`config.mk`:
```
export PLATFORM = sky130hd
export DESIGN_NAME = ddr_cmd_decode
export DESIGN_NICKNAME = d
export VERILOG_FILES = /design/src/rtl/ddr_cmd_pkg.sv /design/src/rtl/ddr_cmd_decode.sv
export SDC_FILE = /design/constraint.sdc
export NUM_CORES = 1
export LEC_CHECK = 0
export ABC_AREA = 1
export BUFFER_PORTS_ARGS = -buffer_cell sky130_fd_sc_hd__buf_2
export CAP_MARGIN = 20
export CORE_AREA = 4 4 41 43
export DETAILED_ROUTE_END_ITERATION = 10
export DIE_AREA = 0 0 45 47
export GPL_TIMING_DRIVEN = 0
export SLEW_MARGIN = 25
export SYNTH_ARGS = -nofsm -noshare
export SYNTH_HDL_FRONTEND = slang
export SYNTH_SLANG_ARGS = --single-unit
export TNS_END_PERCENT = 30
```
`constraint.sdc`:
```
create_clock -name vclk -period 1.1
set_clock_uncertainty 0.2 [all_clocks]
set_input_delay 0.165 -clock vclk [all_inputs]
set_output_delay 0.165 -clock vclk [all_outputs]
set_load 0.03 [all_outputs]
```
`src/rtl/ddr_cmd_pkg.sv`:
```
package ddr_cmd_pkg;

   typedef enum logic [3:0] {
      CMD_DESEL = 4'd0,
      CMD_NOP   = 4'd1,
      CMD_MRS   = 4'd2,
      CMD_EMRS  = 4'd3,
      CMD_AREF  = 4'd4,
      CMD_SREF  = 4'd5,
      CMD_ACT   = 4'd6,
      CMD_RD    = 4'd7,
      CMD_RDA   = 4'd8,
      CMD_WR    = 4'd9,
      CMD_WRA   = 4'd10,
      CMD_BST   = 4'd11,
      CMD_PRE   = 4'd12
   } ddr_cmd_e;

   function automatic logic is_idle_cmd(ddr_cmd_e c);
      return (c == CMD_NOP) || (c == CMD_DESEL);
   endfunction

   function automatic logic is_col_cmd(ddr_cmd_e c);
      return (c == CMD_RD) || (c == CMD_RDA) || (c == CMD_WR) || (c == CMD_WRA);
   endfunction

   function automatic logic needs_all_idle(ddr_cmd_e c);
      return (c == CMD_MRS) || (c == CMD_EMRS) || (c == CMD_AREF) || (c == CMD_SREF);
   endfunction

endpackage

```
`src/rtl/ddr_cmd_decode.sv`:
```
module ddr_cmd_decode
   import ddr_cmd_pkg::*;
#(
   parameter int ADDR_W = 12,
   parameter int COL_W  = 8,
   parameter int BA_W   = 2
) (
   input  logic              cke_prev,
   input  logic              cke,
   input  logic              cs_n,
   input  logic              ras_n,
   input  logic              cas_n,
   input  logic              we_n,
   input  logic [BA_W-1:0]   ba,
   input  logic              ap,
   input  logic [ADDR_W-1:0] addr,
   output ddr_cmd_e          cmd,
   output logic [ADDR_W-1:0] eff_addr,
   output logic              all_sel
);

   localparam int PAD_W = ADDR_W - COL_W;

   logic [ADDR_W-1:0] col_addr;
   assign col_addr = {{PAD_W{1'b0}}, addr[COL_W-1:0]};

   always_comb begin
      cmd      = CMD_NOP;
      eff_addr = addr;
      all_sel  = 1'b0;
      if (!cke_prev) begin
         cmd = CMD_NOP;
      end else if (cs_n) begin
         cmd = CMD_DESEL;
      end else begin
         unique case ({ras_n, cas_n, we_n})
            3'b000: cmd = ba[0] ? CMD_EMRS : CMD_MRS;
            3'b001: cmd = cke ? CMD_AREF : CMD_SREF;
            3'b011: cmd = CMD_ACT;
            3'b101: begin
               cmd      = ap ? CMD_RDA : CMD_RD;
               eff_addr = col_addr;
            end
            3'b100: begin
               cmd      = ap ? CMD_WRA : CMD_WR;
               eff_addr = col_addr;
            end
            3'b110: cmd = CMD_BST;
            3'b010: begin
               cmd     = CMD_PRE;
               all_sel = ap;
            end
            default: cmd = CMD_NOP;
         endcase
      end
   end

endmodule

```
==> results of run 1 <==
## cell usage after synthesis (all sizes together)
library cell	n	area, um2
inv	10	37.54
nand3	5	25.02
nor3	2	15.01
nor3b	1	12.51
nand2	10	37.54
clkinv	1	3.750
nand4	1	6.260
a21oi	2	10.01
nand3b	1	7.510
nor2	8	30.03
o21ai	1	5.000
buf	9	65.06
## layer usage
layer	track usage (%)	part of all wire [%]
met5	0	0
met4	0	0
met3	2.299	13
met2	18.64	54
met1	10.59	33
## worst paths after layout
check / to / slack [ns]
worst max-delay path: cmd[3] / -0.07
worst min-delay path: eff_addr[2] / 0.38
## cells by family after synthesis
group           count (synthesis)
compound gates                  3
simple gates                   28
buf+inv                        20
## power groups by stage
stage	combinational [mW]	clock [mW]	sequential, mW
2_1_floorplan	0.154	0	0
6_report	0.286	0	0
4_1_cts	0.269	0	0
3_5_place_dp	0.217	0	0
3_3_place_gp	0.215	0	0
5_1_grt	0.306	0	0
## through the flow
step                worst slack, ns  power (mW)  util (%)  cell area (um2)  hold WS (ns)
finish                     -0.07186      0.2862     48.46            630.6        0.3815
global route                -0.1212      0.3059     48.46            630.6        0.3855
CTS                        -0.08558      0.2685     44.71            581.8        0.3834
global placement            -0.2303      0.2152     34.90            454.2        0.3825
floorplan                  -0.03456      0.1541         -            295.3        0.2617
detailed placement          -0.2416      0.2172     34.90            454.2        0.3823
## cell type report
class,count,area [um2],area share [%]
Buffer,9,75.07,11.90
Timing Repair Buffer,29,221.5,35.12
Inverter,11,58.81,9.325
Multi-Input combinational cell,31,256.5,40.67
Tap cell,15,18.77,2.976
## repair_timing
item | CTS | global route
cloned | 0 | 0
setup endpoints to repair | 9 | 9
pin swaps | 4 | 2
setup buffers | 1 | 0
gates resized for setup | 36 | 12
==> results.py, run 1 <==
metrics = {
    "sta": {
        "setup_violations": 8,
        "period_share_pct": 106.5,
        "timing_hold_violations_final": 0,
        "setup-tns-final_ns": -0.4117,
        "worstMarginPinSlew_ns": 0.2284,
        "rsz0062_at_grt": "true",
        "max-slew-margin-rel_pct": 84.69,
        "setup_slack_after_layout_ns": -0.07186,
        "fmaxAchievable_mhz": 853.3,
        "finalWorstPathRequiredPeriod_ns": 1.172,
        "max_slew_violation_count": 0,
    },
    "worst_setup_path": {
        "cp_slowest_stage_delay_ns": 0.17,
        "critical_path_class": "in -> out",
        "crit_path_top_delay_cell": "sky130_fd_sc_hd__nor3b_4",
        "crit_path_start_kind": "input pin",
        "cp-end-kind": "primary output",
        "critPathMaxFanout": 3,
        "worst_path_cell_trace": "buf_8 -> inv_4 -> nand2_4 -> inv_4 -> nand2_4 -> nor3b_4 -> buf_6",
        "critPathTopFamily": "buffers and inverters",
        "worstSetupStartpoint": "cs_n",
        "worstPathRequired_ns": 0.73,
        "crit_arrival_ns": 0.81,
        "path_buf_inv": 4,
        "cell_depth_of_the_worst_setup_path": 7,
    },
    "synthesis": {
        "post_synth_fa_ha_maj_area_fraction_pct": 0,
        "syn_area_um2": 255.2,
        "synth_xor_xnor_area_share_pct": 0,
        "ys_types": 15,
        "post_synthesis_cells": 51,
        "synth_warnings": 0,
        "post_synth_and_or_nand_nor_area_fraction_pct": 52.45,
        "synth-compound-area-share_pct": 5.882,
        "synth.area.mux_share_pct": 0,
        "synth_sequential_area_ratio_pct": 0,
        "synthesis.nets": 72,
        "combinational_family_with_the_most_area_after_synthesis": "simple AND/OR/NAND/NOR gates",
        "syn-mean-instance-area_um2": 5.005,
    },
    "layout": {
        "final_common_cell": "sky130_fd_sc_hd__buf_2",
        "areaGrowthSynthToFinish_pct": 147.1,
        "antenna_cells_inserted": 0,
        "final_cell_mix": "sky130_fd_sc_hd__buf_2 (15), sky130_fd_sc_hd__buf_4 (14), sky130_fd_sc_hd__nor2_1 (6)",
        "seq_area_um2": 0,
        "layout.nets": 103,
        "final.clkbuf_count": 0,
        "fraction_of_final_layout_cells_sized_beyond_drive_strength_1_pct": 76.25,
        "num-fill-cells": 137,
        "finished_layout_cells": 95,
        "layout.sequential_cells": 0,
    },
    "global_routing": {
        "global_route.overflow_total": 0,
        "grtUsageTotal_pct": 9.370,
        "grt_pass1_vias": 401,
        "grt_first_pass_wirelength_um": 1580,
        "antenna_found_initial": 0,
        "grt_max_degree": 11,
    },
    "hold_path": {
        "hold_path_class": "in -> out",
        "min_from": "addr[2]",
        "hold_depth": 2,
    },
    "die": {
        "top_level_ports": 38,
        "die_height_um": 47,
        "die-width_um": 45,
        "fp.coreArea_um2": 1301,
        "initial_utilization_pct": 19.62,
        "floorplan.rows": 13,
        "dieArea_um2": 2115,
    },
    "power": {
        "power_switching_share_pct": 56.62,
        "power.leakage_nw": 0.3247,
        "seq_power_share_pct": 0,
        "irDropWorstVdd_uv": 204.9,
        "switchingPower_mw": 0.1621,
        "p_int_mw": 0.1242,
        "clkPwrFrac_pct": 0,
        "power.density_nw_per_um2": 453.9,
        "combinationalPowerShare_pct": 100.0,
    },
    "drt": {
        "drt-initial-drc-count": 3,
        "drt_wirelength_um": 933,
        "viasPerCell": 4.221,
        "ant_nets": 0,
        "route.vias.total": 401,
        "detail_route.drc_violations": 0,
        "route.detailed.wl_per_inst_um": 9.821,
        "drtPass1Iterations": 2,
    },
    "placed_design": {
        "io_buffer_count": 28,
        "dp_hpwl_um": 731.5,
        "placedCellCount": 94,
        "globalplace.congestion": 0.8040,
    },
    "run_status": {
        "result_of_the_run": "finished with violations",
        "failed_checks": "negative setup slack",
    },
    "cts": {
        "cts_hold_repair.buffers": 0,
    },
    "run": {
        "max-cap-violations": 0,
    },
}
No activity file was read; power rests on OpenSTA's default activity.
==> inputs of run 2 (changes only) <==
--- a/config.mk
+++ b/config.mk
@@ -12,6 +12,7 @@
 export DETAILED_ROUTE_END_ITERATION = 10
 export DIE_AREA = 0 0 45 47
 export GPL_TIMING_DRIVEN = 0
+export RECOVER_POWER = 25
 export SLEW_MARGIN = 25
 export SYNTH_ARGS = -nofsm -noshare
 export SYNTH_HDL_FRONTEND = slang
==> results.py, run 2 (synthesis gave the netlist of run 1 again) <==
metrics = {
    "layout": {
        "antenna_cells_inserted": 0,
        "multi_input_combinational_cell_area_um2": 256.5,
        "layout.sequential_cells": 0,
        "final_cell_mix": "sky130_fd_sc_hd__buf_4 (14), sky130_fd_sc_hd__buf_2 (13), sky130_fd_sc_hd__nor2_1 (6)",
        "fin_area_um2": 628.1,
        "final_common_cell": "sky130_fd_sc_hd__buf_4",
        "final.clkbuf_count": 0,
        "num-fill-cells": 136,
        "fraction_of_final_layout_cells_sized_beyond_drive_strength_1_pct": 73.75,
        "areaGrowthSynthToFinish_pct": 146.1,
        "seq_area_um2": 0,
        "layout.nets": 103,
    },
    "power": {
        "power.leakage_nw": 0.3192,
        "power.density_nw_per_um2": 454.0,
        "irDropWorstVdd_uv": 203.0,
        "report.power.total_mw": 0.2852,
    },
    "worst_setup_path": {
        "critPathMaxFanout": 3,
        "worstPathRequired_ns": 0.73,
        "crit_path_start_kind": "input pin",
        "critical_path_class": "in -> out",
        "crit_arrival_ns": 0.81,
        "cp-end-kind": "primary output",
    },
    "die": {
        "die_height_um": 47,
        "dieArea_um2": 2115,
        "fp.coreArea_um2": 1301,
        "floorplan.rows": 13,
        "top_level_ports": 38,
        "initial_utilization_pct": 19.62,
        "die-width_um": 45,
    },
    "drt": {
        "drtPass1Iterations": 2,
        "route.detailed.wl_per_inst_um": 9.811,
        "ant_nets": 0,
        "drt_wirelength_um": 932,
        "drt-initial-drc-count": 2,
        "viasPerCell": 4.253,
        "route.vias.total": 404,
        "detail_route.drc_violations": 0,
    },
    "placed_design": {
        "detailed_place.area_um2": 454.2,
        "globalplace.congestion": 0.8040,
        "io_buffer_count": 28,
        "dp_hpwl_um": 731.5,
    },
    "global_routing": {
        "grt_max_degree": 11,
        "grt_pass1_vias": 401,
        "grtUsageTotal_pct": 9.370,
        "global_route.overflow_total": 0,
        "antenna_found_initial": 0,
        "grt_first_pass_wirelength_um": 1580,
    },
    "sta": {
        "timing_hold_violations_final": 0,
        "rsz0062_at_grt": "true",
        "max_slew_violation_count": 0,
        "fmaxAchievable_mhz": 853.5,
        "setup_violations": 8,
        "worstMarginPinSlew_ns": 0.3644,
        "setup_slack_after_layout_ns": -0.07165,
        "max-slew-margin-rel_pct": 75.81,
        "period_share_pct": 106.5,
        "finalWorstPathRequiredPeriod_ns": 1.172,
    },
    "run_status": {
        "result_of_the_run": "finished with violations",
        "failed_checks": "negative setup slack",
    },
    "run": {
        "max-cap-violations": 0,
    },
    "hold_path": {
        "hold_path_class": "in -> out",
    },
}
run 2: worst paths after layout:
check,from,end,depth (start not counted)
worst min-delay path,addr[2],eff_addr[2],2
worst max-delay path,cs_n,cmd[3],7
run 2: metrics by stage:
step                setup TNS, ns  instances  hold WS, ns  util [%]  setup slack, ns
floorplan                -0.03456         51       0.2617         -         -0.03456
global placement           -1.344         94       0.3825     34.90          -0.2303
detailed placement         -1.381         94       0.3823     34.90          -0.2416
CTS                       -0.3799         95       0.3834     44.71         -0.08558
global route              -0.7844         95       0.3903     48.27          -0.1212
finish                    -0.4096         95       0.3815     48.27         -0.07165
run 2: worst max-delay path, cell delays in order:
cell	delay, ns
sky130_fd_sc_hd__buf_8	0.10
sky130_fd_sc_hd__inv_4	0.05
sky130_fd_sc_hd__nand2_4	0.06
sky130_fd_sc_hd__inv_4	0.06
sky130_fd_sc_hd__nand2_4	0.06
sky130_fd_sc_hd__nor3b_4	0.17
sky130_fd_sc_hd__buf_6	0.15
run 2: what timing repair did:
action | in CTS | in global routing
hold buffers | 0 | 0
endpoints found under the setup margin | 9 | 9
gates resized for setup | 36 | 12
buffers inserted | 1 | 0
pin swaps | 4 | 2
run 2: report_power, final:
group	switching, mW	internal, mW
registers	0	0
clock network	0	0
logic	0.162	0.123
total	0.162	0.123
run 2: area by class of cell:
cell class                 instances  share of cell area (%)
timing repair buffer              29                   34.86
inverter                          11                   9.363
multi-input combinational         31                   40.84
tap                               15                   2.988
buffer                             9                   11.95
run 2: routing by layer:
layer	vias to the layer above	global-route usage [%]	share of wire (%)
met5	-	0	0
met1	173	10.59	33
met2	20	18.64	54
li1	211	-	-
met4	0	0	0
met3	0	2.299	13
==> inputs of run 3 (changes only) <==
==> constraint.sdc (replaced) <==
create_clock -name vclk -period 1.25
set_clock_uncertainty 0.2 [all_clocks]
set_input_delay 0.1875 -clock vclk [all_inputs]
set_output_delay 0.1875 -clock vclk [all_outputs]
set_load 0.03 [all_outputs]
==> results.py, run 3 (synthesis gave the netlist of run 1 again) <==
metrics = {
    "sta": {
        "setup_violations": 0,
        "finalWorstPathRequiredPeriod_ns": 1.238,
        "worstMarginPinSlew_ns": 0.3721,
        "timing_hold_violations_final": 0,
        "final.hold.worst_slack_ns": 0.4267,
        "max_slew_violation_count": 0,
        "max-slew-margin-rel_pct": 75.30,
        "period_share_pct": 99.07,
        "fmaxAchievable_mhz": 807.5,
        "setup-tns-final_ns": 0,
        "rsz0062_at_grt": "true",
        "setup_slack_after_layout_ns": 0.01160,
    },
    "placed_design": {
        "dp_hpwl_um": 680.1,
        "preCtsSetupSlack_ns": -0.1230,
        "io_buffer_count": 28,
        "placedCellCount": 94,
        "globalplace.congestion": 0.7296,
    },
    "die": {
        "initial_utilization_pct": 19.62,
        "top_level_ports": 38,
        "dieArea_um2": 2115,
        "fp.coreArea_um2": 1301,
        "die-width_um": 45,
        "floorplan.rows": 13,
        "die_height_um": 47,
    },
    "global_routing": {
        "antenna_found_initial": 0,
        "grt_pass1_vias": 339,
        "global_route.overflow_total": 0,
        "grt_max_degree": 11,
        "grt_first_pass_wirelength_um": 1262,
        "grtUsageTotal_pct": 7.407,
    },
    "layout": {
        "layout.nets": 103,
        "final_common_cell": "sky130_fd_sc_hd__buf_2",
        "final.clkbuf_count": 0,
        "finished_layout_cells": 95,
        "final_cell_mix": "sky130_fd_sc_hd__buf_2 (18), sky130_fd_sc_hd__buf_4 (13), sky130_fd_sc_hd__nand2_1 (7), sky130_fd_sc_hd__nor2_1 (7)",
        "seq_area_um2": 0,
        "fraction_of_final_layout_cells_sized_beyond_drive_strength_1_pct": 63.75,
        "areaGrowthSynthToFinish_pct": 98.53,
        "postLayoutCoreUtil_pct": 38.94,
        "layout.sequential_cells": 0,
        "antenna_cells_inserted": 0,
    },
    "drt": {
        "highest-signal-layer": "met3",
        "wl_met1_um": 312,
        "drt_wirelength_um": 847,
        "drt-initial-drc-count": 3,
        "route.vias.total": 402,
        "ant_nets": 0,
        "detail_route.drc_violations": 0,
        "met2RoutedLength_um": 395,
        "routed-wl-met3_um": 138,
        "drtPass1Iterations": 4,
        "route.detailed.wl_per_inst_um": 8.916,
        "viasPerCell": 4.232,
    },
    "worst_setup_path": {
        "cp-end-kind": "primary output",
        "worstSetupStartpoint": "cas_n",
        "critPathMaxFanout": 7,
        "worst_path_cell_trace": "buf_4 -> nand3_1 -> nand2_2 -> inv_1 -> nand2_1 -> nor2_2 -> buf_6",
        "crit_path_top_delay_cell": "sky130_fd_sc_hd__buf_4",
        "worstPathRequired_ns": 0.86,
        "crit_arrival_ns": 0.85,
        "crit_path_start_kind": "input pin",
        "cp_slowest_stage_delay_ns": 0.15,
        "critical_path_class": "in -> out",
    },
    "cts": {
        "cts_hold_repair.buffers": 0,
    },
    "hold_path": {
        "min_from": "addr[7]",
        "hold_path_class": "in -> out",
    },
    "power": {
        "power.density_nw_per_um2": 413.4,
        "irDropWorstVdd_uv": 153.5,
        "power.leakage_nw": 0.2911,
    },
    "run": {
        "max-cap-violations": 0,
    },
    "run_status": {
        "result_of_the_run": "finished, final reports clean",
    },
}
==> run 3: changes by cell type in the layout (fill, tap and decap cells not counted), moves of 2 or more <==
cell and delta:
sky130_fd_sc_hd__buf_2 +5, sky130_fd_sc_hd__buf_8 -4, sky130_fd_sc_hd__nand3_1 +2, sky130_fd_sc_hd__nand2_4 -2, sky130_fd_sc_hd__nand3_4 -2, sky130_fd_sc_hd__nand2_1 +3
==> run 3: path summary, 6_finish.rpt <==
path,end,slack [ns],cells after the start
hold / removal,eff_addr[7],0.43,2
setup / recovery,cmd[1],0.01,7
==> run 3: repair_timing <==
item,CTS,global route
hold endpoints to repair,0,0
resized for setup,19,9
endpoints found under the setup margin,8,8
buffers inserted,1,0
pin swaps,2,1
==> run 3: critical path: cells and delay by family <==
family | cells | cell delay (ns)
buffers and inverters | 3 | 0.34
AND/OR/NAND/NOR | 4 | 0.32
==> run 3: through the flow <==
step / area [um2] / total power [mW]
2_1_floorplan: 261.5 / 0.1241
3_3_place_gp: 420.4 / 0.1760
3_5_place_dp: 420.4 / 0.1769
4_1_cts: 484.2 / 0.2025
5_1_grt: 506.7 / 0.2263
6_report: 506.7 / 0.2095
==> run 3: final cells by class <==
type	count	area (um2)
fill	150	794.5
multi-input combinational	31	187.7
timing repair buffer	29	183.9
buffer	9	67.56
inverter	11	48.80
tap	15	18.77
==> run 3: routing by layer <==
| metal | GRT usage [%] | vias to the layer above |
|---|---|---|
| li1 | - | 207 |
| met1 | 9.029 | 166 |
| met2 | 14.69 | 29 |
| met3 | 0.7663 | 0 |
| met4 | 0 | 0 |
| met5 | 0 | - |
==> run 3: power by group <==
part           leakage [nW]  switching [mW]  total [mW]  internal [mW]
logic                 0.291           0.124       0.209         0.0853
registers                 0               0           0              0
clock network             0               0           0              0
